===== config.mk =====
export PLATFORM = sky130hd
export DESIGN_NAME = ilm_arbiter
export DESIGN_NICKNAME = d
export VERILOG_FILES = /design/src/rtl/ilm_pkg.sv /design/src/rtl/ilm_level_bank.sv /design/src/rtl/ilm_pri_select.sv /design/src/rtl/ilm_mask_reg.sv /design/src/rtl/ilm_arbiter.sv
export SDC_FILE = /design/constraint.sdc
export NUM_CORES = 1
export LEC_CHECK = 0
export BUFFER_PORTS_ARGS = -buffer_cell sky130_fd_sc_hd__buf_4
export CAP_MARGIN = 25
export CORE_MARGIN = 3
export CORE_UTILIZATION = 50
export CTS_CLUSTER_SIZE = 8
export DETAILED_ROUTE_END_ITERATION = 12
export PLACE_DENSITY = 0.71
export SETUP_SLACK_MARGIN = 0.1
export SLEW_MARGIN = 5
export SYNTH_ARGS = -nofsm -noshare
export SYNTH_HDL_FRONTEND = slang
export SYNTH_SLANG_ARGS = --single-unit
export TNS_END_PERCENT = 10

===== constraint.sdc =====
create_clock -name clk -period 70.3 [get_ports clk]
set_input_delay 14.06 -clock clk [delete_from_list [all_inputs] [get_ports clk]]
set_output_delay 14.06 -clock clk [all_outputs]
set_load 0.05 [all_outputs]

===== src/rtl/ilm_pkg.sv =====
package ilm_pkg;

  localparam int unsigned LVL_W   = 3;
  localparam int unsigned LVL_MAX = (1 << LVL_W) - 1;

  typedef logic [LVL_W-1:0] lvl_t;

  // Request passes when enabled and strictly more urgent than the mask
  function automatic logic lvl_passes(input logic en, input lvl_t lvl, input lvl_t mask);
    return en && (lvl < mask);
  endfunction

  // Candidate replaces incumbent only when strictly more urgent
  function automatic logic lvl_beats(input lvl_t cand, input lvl_t best);
    return cand < best;
  endfunction

endpackage


===== src/rtl/ilm_level_bank.sv =====
module ilm_level_bank
  import ilm_pkg::*;
#(
  parameter int unsigned N_SRC = 16,
  localparam int unsigned IDX_W = (N_SRC > 1) ? $clog2(N_SRC) : 1
) (
  input  logic                   clk,
  input  logic                   rst_n,
  input  logic                   wr_en,
  input  logic [IDX_W-1:0]       wr_idx,
  input  lvl_t                   wr_data,
  output logic [N_SRC*LVL_W-1:0] lvl_flat
);

  for (genvar g = 0; g < N_SRC; g++) begin : g_src
    lvl_t lvl_q;
    logic hit;

    assign hit = wr_en && (wr_idx == IDX_W'(g));

    always_ff @(posedge clk or negedge rst_n) begin
      if (!rst_n) begin
        lvl_q <= lvl_t'(LVL_MAX);
      end else if (hit) begin
        lvl_q <= wr_data;
      end
    end

    assign lvl_flat[g*LVL_W +: LVL_W] = lvl_q;
  end

endmodule


===== src/rtl/ilm_pri_select.sv =====
module ilm_pri_select
  import ilm_pkg::*;
#(
  parameter int unsigned N_SRC = 16,
  localparam int unsigned IDX_W = (N_SRC > 1) ? $clog2(N_SRC) : 1
) (
  input  logic [N_SRC-1:0]       req,
  input  logic [N_SRC*LVL_W-1:0] lvl_flat,
  output logic                   found,
  output logic [IDX_W-1:0]       win_idx,
  output lvl_t                   win_lvl
);

  always_comb begin
    found   = 1'b0;
    win_idx = '0;
    win_lvl = lvl_t'(LVL_MAX);
    for (int i = 0; i < N_SRC; i++) begin
      if (req[i] && (!found || lvl_beats(lvl_flat[i*LVL_W +: LVL_W], win_lvl))) begin
        found   = 1'b1;
        win_idx = IDX_W'(i);
        win_lvl = lvl_flat[i*LVL_W +: LVL_W];
      end
    end
  end

endmodule


===== src/rtl/ilm_mask_reg.sv =====
module ilm_mask_reg
  import ilm_pkg::*;
#(
  parameter int unsigned WDATA_W = 8
) (
  input  logic               clk,
  input  logic               rst_n,
  input  logic               restore_en,
  input  lvl_t               restore_lvl,
  input  logic               acc_en,
  input  lvl_t               acc_lvl,
  input  logic               wr_en,
  input  logic [WDATA_W-1:0] wr_data,
  output lvl_t               mask
);

  lvl_t mask_d;
  logic unused_wr_hi;

  assign unused_wr_hi = ^wr_data[WDATA_W-1:LVL_W];

  // Update priority: restore, then acceptance, then software write
  always_comb begin
    mask_d = mask;
    if (restore_en) begin
      mask_d = restore_lvl;
    end else if (acc_en) begin
      mask_d = acc_lvl;
    end else if (wr_en) begin
      mask_d = wr_data[LVL_W-1:0];
    end
  end

  always_ff @(posedge clk or negedge rst_n) begin
    if (!rst_n) begin
      mask <= '0;
    end else begin
      mask <= mask_d;
    end
  end

endmodule


===== src/rtl/ilm_arbiter.sv =====
module ilm_arbiter
  import ilm_pkg::*;
#(
  parameter int unsigned N_SRC    = 16,
  parameter int unsigned WDATA_W  = 8,
  parameter int unsigned PS_W     = 16,
  parameter int unsigned MASK_LSB = 13,
  localparam int unsigned IDX_W = (N_SRC > 1) ? $clog2(N_SRC) : 1
) (
  input  logic               clk,
  input  logic               rst_n,
  input  logic               int_en,
  input  logic [N_SRC-1:0]   irq_req,
  input  logic               lvl_wr_en,
  input  logic [IDX_W-1:0]   lvl_wr_idx,
  input  logic [LVL_W-1:0]   lvl_wr_data,
  input  logic               mask_wr_en,
  input  logic [WDATA_W-1:0] mask_wr_data,
  input  logic               restore_en,
  input  logic [LVL_W-1:0]   restore_lvl,
  output logic               accept,
  output logic [IDX_W-1:0]   accept_idx,
  output logic [LVL_W-1:0]   accept_lvl,
  output logic [LVL_W-1:0]   mask_lvl,
  output logic [PS_W-1:0]    status_word
);

  logic [N_SRC*LVL_W-1:0] lvl_flat;
  logic                   win_found;
  logic [IDX_W-1:0]       win_idx;
  lvl_t                   win_lvl;
  logic                   take_evt;   // acceptance event
  lvl_t                   mask_q;

  ilm_level_bank #(.N_SRC(N_SRC)) u_levels (
    .clk      (clk),
    .rst_n    (rst_n),
    .wr_en    (lvl_wr_en),
    .wr_idx   (lvl_wr_idx),
    .wr_data  (lvl_wr_data),
    .lvl_flat (lvl_flat)
  );

  ilm_pri_select #(.N_SRC(N_SRC)) u_select (
    .req      (irq_req),
    .lvl_flat (lvl_flat),
    .found    (win_found),
    .win_idx  (win_idx),
    .win_lvl  (win_lvl)
  );

  assign take_evt = win_found && lvl_passes(int_en, win_lvl, mask_q);

  ilm_mask_reg #(.WDATA_W(WDATA_W)) u_mask (
    .clk         (clk),
    .rst_n       (rst_n),
    .restore_en  (restore_en),
    .restore_lvl (restore_lvl),
    .acc_en      (take_evt),
    .acc_lvl     (win_lvl),
    .wr_en       (mask_wr_en),
    .wr_data     (mask_wr_data),
    .mask        (mask_q)
  );

  assign accept      = take_evt;
  assign accept_idx  = take_evt ? win_idx : '0;
  assign accept_lvl  = take_evt ? win_lvl : '0;
  assign mask_lvl    = mask_q;
  assign status_word = PS_W'({{(PS_W-LVL_W){1'b0}}, mask_q} << MASK_LSB);

endmodule


== Word level (Yosys, flattened, before mapping) ==
Cells that the tools add are included.
Cells by class
  $lt $le $gt $ge: 16
  equal/unequal tests: 15
  multiplexer cells: 52
  reduce and logical (&&, ||, !) cells: 65
Operator list (number)
  two-way mux 3 bit: 24
  < comparator 3 bit: 16
  two-way mux 4 bit: 9
  logical AND 1 bit: 33
  equality test 4 bit (second input constant): 8
  two-way mux 1 bit: 17
  equality test 4 x 3 -> 1 bit (second input constant): 4
  zero test 1 bit: 15
  logical OR 1 bit: 15
  equality test 4 x 2 -> 1 bit (second input constant): 2
  equality test 4 x 1 -> 1 bit (second input constant): 1
  zero test 4 bit: 1
  two-way mux 2 bit: 2
  nonzero test 3 bit: 1
Word-level totals
  register bits after elaboration: 51
  input bits: 40
  output and inout bits: 27
  logic and storage cells: 165

== Longest topological paths before layout ==
  word-level depth: 66
  depth in mapped cells: 109

== Cells and area by module ==
From an unflattened synthesis, not the netlist that was laid out.
Second synthesis, totals
  cell total of the unflattened synthesis: 567
  area total of the unflattened synthesis: 5102.4 µm²
Modules (own cells, without submodules)
  ilm_pri_select: instances 1, cells each 387, area each 2688.8 µm², sequential area each 0.0 µm²
  ilm_level_bank: instances 1, cells each 123, area each 1954.4 µm², sequential area each 1261.2 µm²
  ilm_arbiter: instances 1, cells each 42, area each 294.0 µm², sequential area each 0.0 µm²
  ilm_mask_reg: instances 1, cells each 15, area each 165.2 µm², sequential area each 75.1 µm²

== Worst setup path before layout ==
Ideal clock, no wire load.
  path kind: input to output
  start: input port irq_req[1]
  end: output port accept_idx[2]
  arrival time: 31.956 ns
  slack: 24.284 ns
  stages on the path: 104
  path through: buf_2 nand2b_1 o311ai_1 a32oi_2 o22a_1 o21ai_2 nand2_1 o21ai_0 inv_1 ha_1 nand2_1 nor2_1 o2111a_1 a221oi_4 o21ai_4 mux2i_1 ha_1 nand2_1 [68 not listed] a21boi_0 a41o_1 mux2_2 inv_1 ha_1 o21a_1 o21ai_0 nand3_1 o41a_1 mux2i_1 inv_1 ha_1 a211oi_1 o31ai_1 o21bai_1 inv_1 nand2_1 a31oi_1
Between the ends
  cells in the longest elaborated chain, start to end: 62
Ends and longest elaborated chain
  start: declaration: line ilm_arbiter.sv:13  | input logic [N_SRC-1:0] irq_req,
  logical AND 1 bit *: line ilm_pri_select.sv:19  | if (req[i] && (!found || lvl_beats(lvl_flat[i*LVL_W +: LVL_W], win_lvl))) begin
  two-way mux 3 bit or two-way mux 1 bit (tied branches): line ilm_pri_select.sv:19
  < comparator 3 bit or zero test 1 bit (tied branches): line ilm_pkg.sv:15, ilm_pri_select.sv:19
  logical OR 1 bit: line ilm_pri_select.sv:19
  logical AND 1 bit: line ilm_pri_select.sv:19
  two-way mux 3 bit or two-way mux 1 bit (tied branches): line ilm_pri_select.sv:19
  < comparator 3 bit or zero test 1 bit (tied branches): line ilm_pkg.sv:15, ilm_pri_select.sv:19
  logical OR 1 bit: line ilm_pri_select.sv:19
  [46 not listed]
  < comparator 3 bit or zero test 1 bit (tied branches): line ilm_pkg.sv:15, ilm_pri_select.sv:19
  logical OR 1 bit: line ilm_pri_select.sv:19
  logical AND 1 bit: line ilm_pri_select.sv:19
  two-way mux 3 bit: line ilm_pri_select.sv:19
  < comparator 3 bit: line ilm_pkg.sv:10  | return en && (lvl < mask);
  logical AND 1 bit: line ilm_pkg.sv:10
  logical AND 1 bit: line ilm_arbiter.sv:52  | assign take_evt = win_found && lvl_passes(int_en, win_lvl, mask_q);
  two-way mux 4 bit *: line ilm_arbiter.sv:67  | assign accept_idx = take_evt ? win_idx : '0;
  end: declaration: line ilm_arbiter.sv:22  | output logic [IDX_W-1:0] accept_idx,
Mark *: on every way between the ends. The rest lies on a longest branch, timed or not.

== Worst setup path in the final report ==
  start: input port irq_req[0]
  end: output port accept_idx[2]
Between the ends
  cells in the longest elaborated chain, start to end: 65
Ends and longest elaborated chain (line)
  two-way mux 3 bit or two-way mux 1 bit (tied branches): ilm_pri_select.sv:19
  < comparator 3 bit or zero test 1 bit (tied branches): ilm_pkg.sv:15, ilm_pri_select.sv:19
  logical OR 1 bit: ilm_pri_select.sv:19
  logical AND 1 bit: ilm_pri_select.sv:19
  two-way mux 3 bit or two-way mux 1 bit (tied branches): ilm_pri_select.sv:19
  < comparator 3 bit or zero test 1 bit (tied branches): ilm_pkg.sv:15, ilm_pri_select.sv:19
  logical OR 1 bit: ilm_pri_select.sv:19
  logical AND 1 bit: ilm_pri_select.sv:19
  [49 not listed]
  < comparator 3 bit or zero test 1 bit (tied branches): ilm_pkg.sv:15, ilm_pri_select.sv:19
  logical OR 1 bit: ilm_pri_select.sv:19
  logical AND 1 bit: ilm_pri_select.sv:19
  two-way mux 3 bit: ilm_pri_select.sv:19
  < comparator 3 bit: ilm_pkg.sv:10
  logical AND 1 bit: ilm_pkg.sv:10
  logical AND 1 bit: ilm_arbiter.sv:52
  two-way mux 4 bit *: ilm_arbiter.sv:67
Marked as above.

==> reports/metrics.csv <==
metric,value,unit
core-area,9284,um^2
worst_slack,21760,ps
fillCellCount,859,
die_w,104.1,um
drt_iter0_markers,205,
startpoint,irq_req[0],
r2r_end,u_mask.mask[2],
hold_depth,2,
area_growth,10.40,%
period_minus_slack,48540,ps
avgSynthCellArea,8.567,um^2
clk_pin_slew,100,ps
synthCells,562,
setup_violations,0,
hold_end,u_levels.g_src[14].lvl_q[1],
routed_wl,11.85,mm
hold_viol,0,
ioPinCount,67,
clock_sinks,51,
grt_pass1_wl,19.61,mm
reg2reg_depth,101,
max_freq,20.60,MHz
final_common_cell,nand2_1,
critPathCaptureType,primary output,
numPortBuffers,48,
nets,662,
status,"finished, final reports clean",
die_h,104.1,um
synth_edf_count,0,
min_path_type,reg2reg,
synth_seq_cells,51,
cts_root_buf,clkbuf_8,
final_cell_mix,"nand2_1, buf_4, dfstp_2",
required,56240,ps
setup_tns,0,ps
cts_tree,built,
critPathKind,in2out,
htreeDepth,2,
worstHoldStart,u_levels.g_src[14].lvl_q[1],
cts_made_buffers,5,
tightest_slew,776.5,ps
vias,4380,
max_cap_violations,0,
dieArea,10840,um^2
drive_above_1_share,28.71,%
timing.hold.ws,529.3,ps
post-dp-hpwl,9.410,mm
slew_headroom,46.89,%
place.gp.congestion,0.9232,
track_usage,21.53,%
yosysSeqAreaShare,27.75,%
initial_core_util,51.86,%
yosysUniqueCellTypes,79,
cts_max_path_buffers,2,
r2r_start,u_levels.g_src[0].lvl_q[1],
dp_slack,22030,ps
wl_per_cell,16.13,um
drc,0,
syn-cell-area,4815,um^2
cts_hold_buf,0,
rows,35,
post-route-period-util,69.04,%
ant_nets,0,
diodes,0,
firstDrtPassIters,5,
viasPerCell,5.959,
crit_fanout,8,
worst_setup_path_start_kind,primary input,
fin_skew,8.601,ps
postSynth.asyncResetShare,100.0,%
grt_pass1_vias,4218,
reg2reg_slack,49630,ps
post_cts_buffers,0,
insertion_delay,300,ps
yosysWarnings,0,
rsz0062_at_grt,false,
gr-total-overflow,0,
antenna_found_initial,0,
slew_violations,0,
critPathMaxStageDelay,500,ps
slowest_stage,o21ai_0,
synth_flop_cell,dfstp_2,
cts_resized,0,
grt_max_degree,52,
arrival,34480,ps
==> flip-flops by register name, summed over array words and instances, names as in the netlist <==
signal and cells:
u_levels.g_src.lvl_q 48, u_mask.mask 3
==> cell usage after synthesis (all sizes together), types with 10 or more instances <==
cell	instances	share of area [%]
o21ai	38	4.4
nand2	56	4.4
nand2b	15	1.9
nor3	17	1.8
buf	18	2.7
mux2i	14	3.2
dfstp	48	26
ha	17	4.4
a21oi	31	3.5
inv	39	3.0
or2	11	1.4
a211oi	11	1.8
a31oi	11	1.4
or3	10	1.3
mux2	45	11
nor2b	10	1.3
nor2	42	3.3
==> cell type report <==
cell class                 count  area (um^2)  share of cell area, %
multi-input combinational    460         3224                  60.66
sequential                    51         1336                  25.14
timing repair buffer          48        360.3                  6.780
tap                          129        161.4                  3.037
inverter                      39        146.4                  2.754
clock buffer                   6        72.57                  1.365
clock inverter                 2        13.76                 0.2589
==> worst max-delay path by stage <==
stage	to	slack, ps	cells after the start
CTS	accept_idx[2]	21900	104
finish	accept_idx[2]	21760	104
global placement	accept_idx[3]	22380	104
detailed placement	accept_idx[2]	22030	104
global route	accept_idx[1]	19920	106
floorplan	accept_idx[2]	24280	104
==> metrics by stage <==
stage | cells | area (um^2) | util [%]
finish | 735 | 5315 | 57.25
CTS | 735 | 5315 | 57.25
floorplan | 574 | 4860 | -
global route | 735 | 5315 | 57.25
detailed placement | 727 | 5229 | 56.32
global placement | 727 | 5229 | 56.32
==> worst max-delay path, delay by kind of cell <==
kind	cells	cell delay, ps
AOI/OAI and AO/OA	40	8620
and+or+nand+nor	25	3890
adders and majority gates	14	3530
muxes	11	3060
buffers and inverters	14	1290
==> kinds of logic (layout without fill, tap and decap cells) <==
| logic type | Yosys count | count (layout) | synth area share, % |
|---|---|---|---|
| flops | 51 | 51 | 27.75 |
| buf+inv | 63 | 95 | 6.211 |
| simple gates | 189 | 189 | 19.39 |
| fa+ha+maj | 22 | 22 | 5.457 |
| mux | 59 | 59 | 13.77 |
| other cells | 1 | 13 | 0.07789 |
| compound gates | 177 | 177 | 27.34 |
==> metal layers <==
metal,GRT usage (%),vias up,part of all wire [%]
li1,-,2150,-
met1,27.55,2098,45
met2,37.09,106,48
met3,3.414,26,4.0
met4,7.028,0,2.3
met5,0,-,0
Power is left out: the tool's default activity adds up to more than one toggle a clock period on the data nets, which glitch-free logic cannot reach.
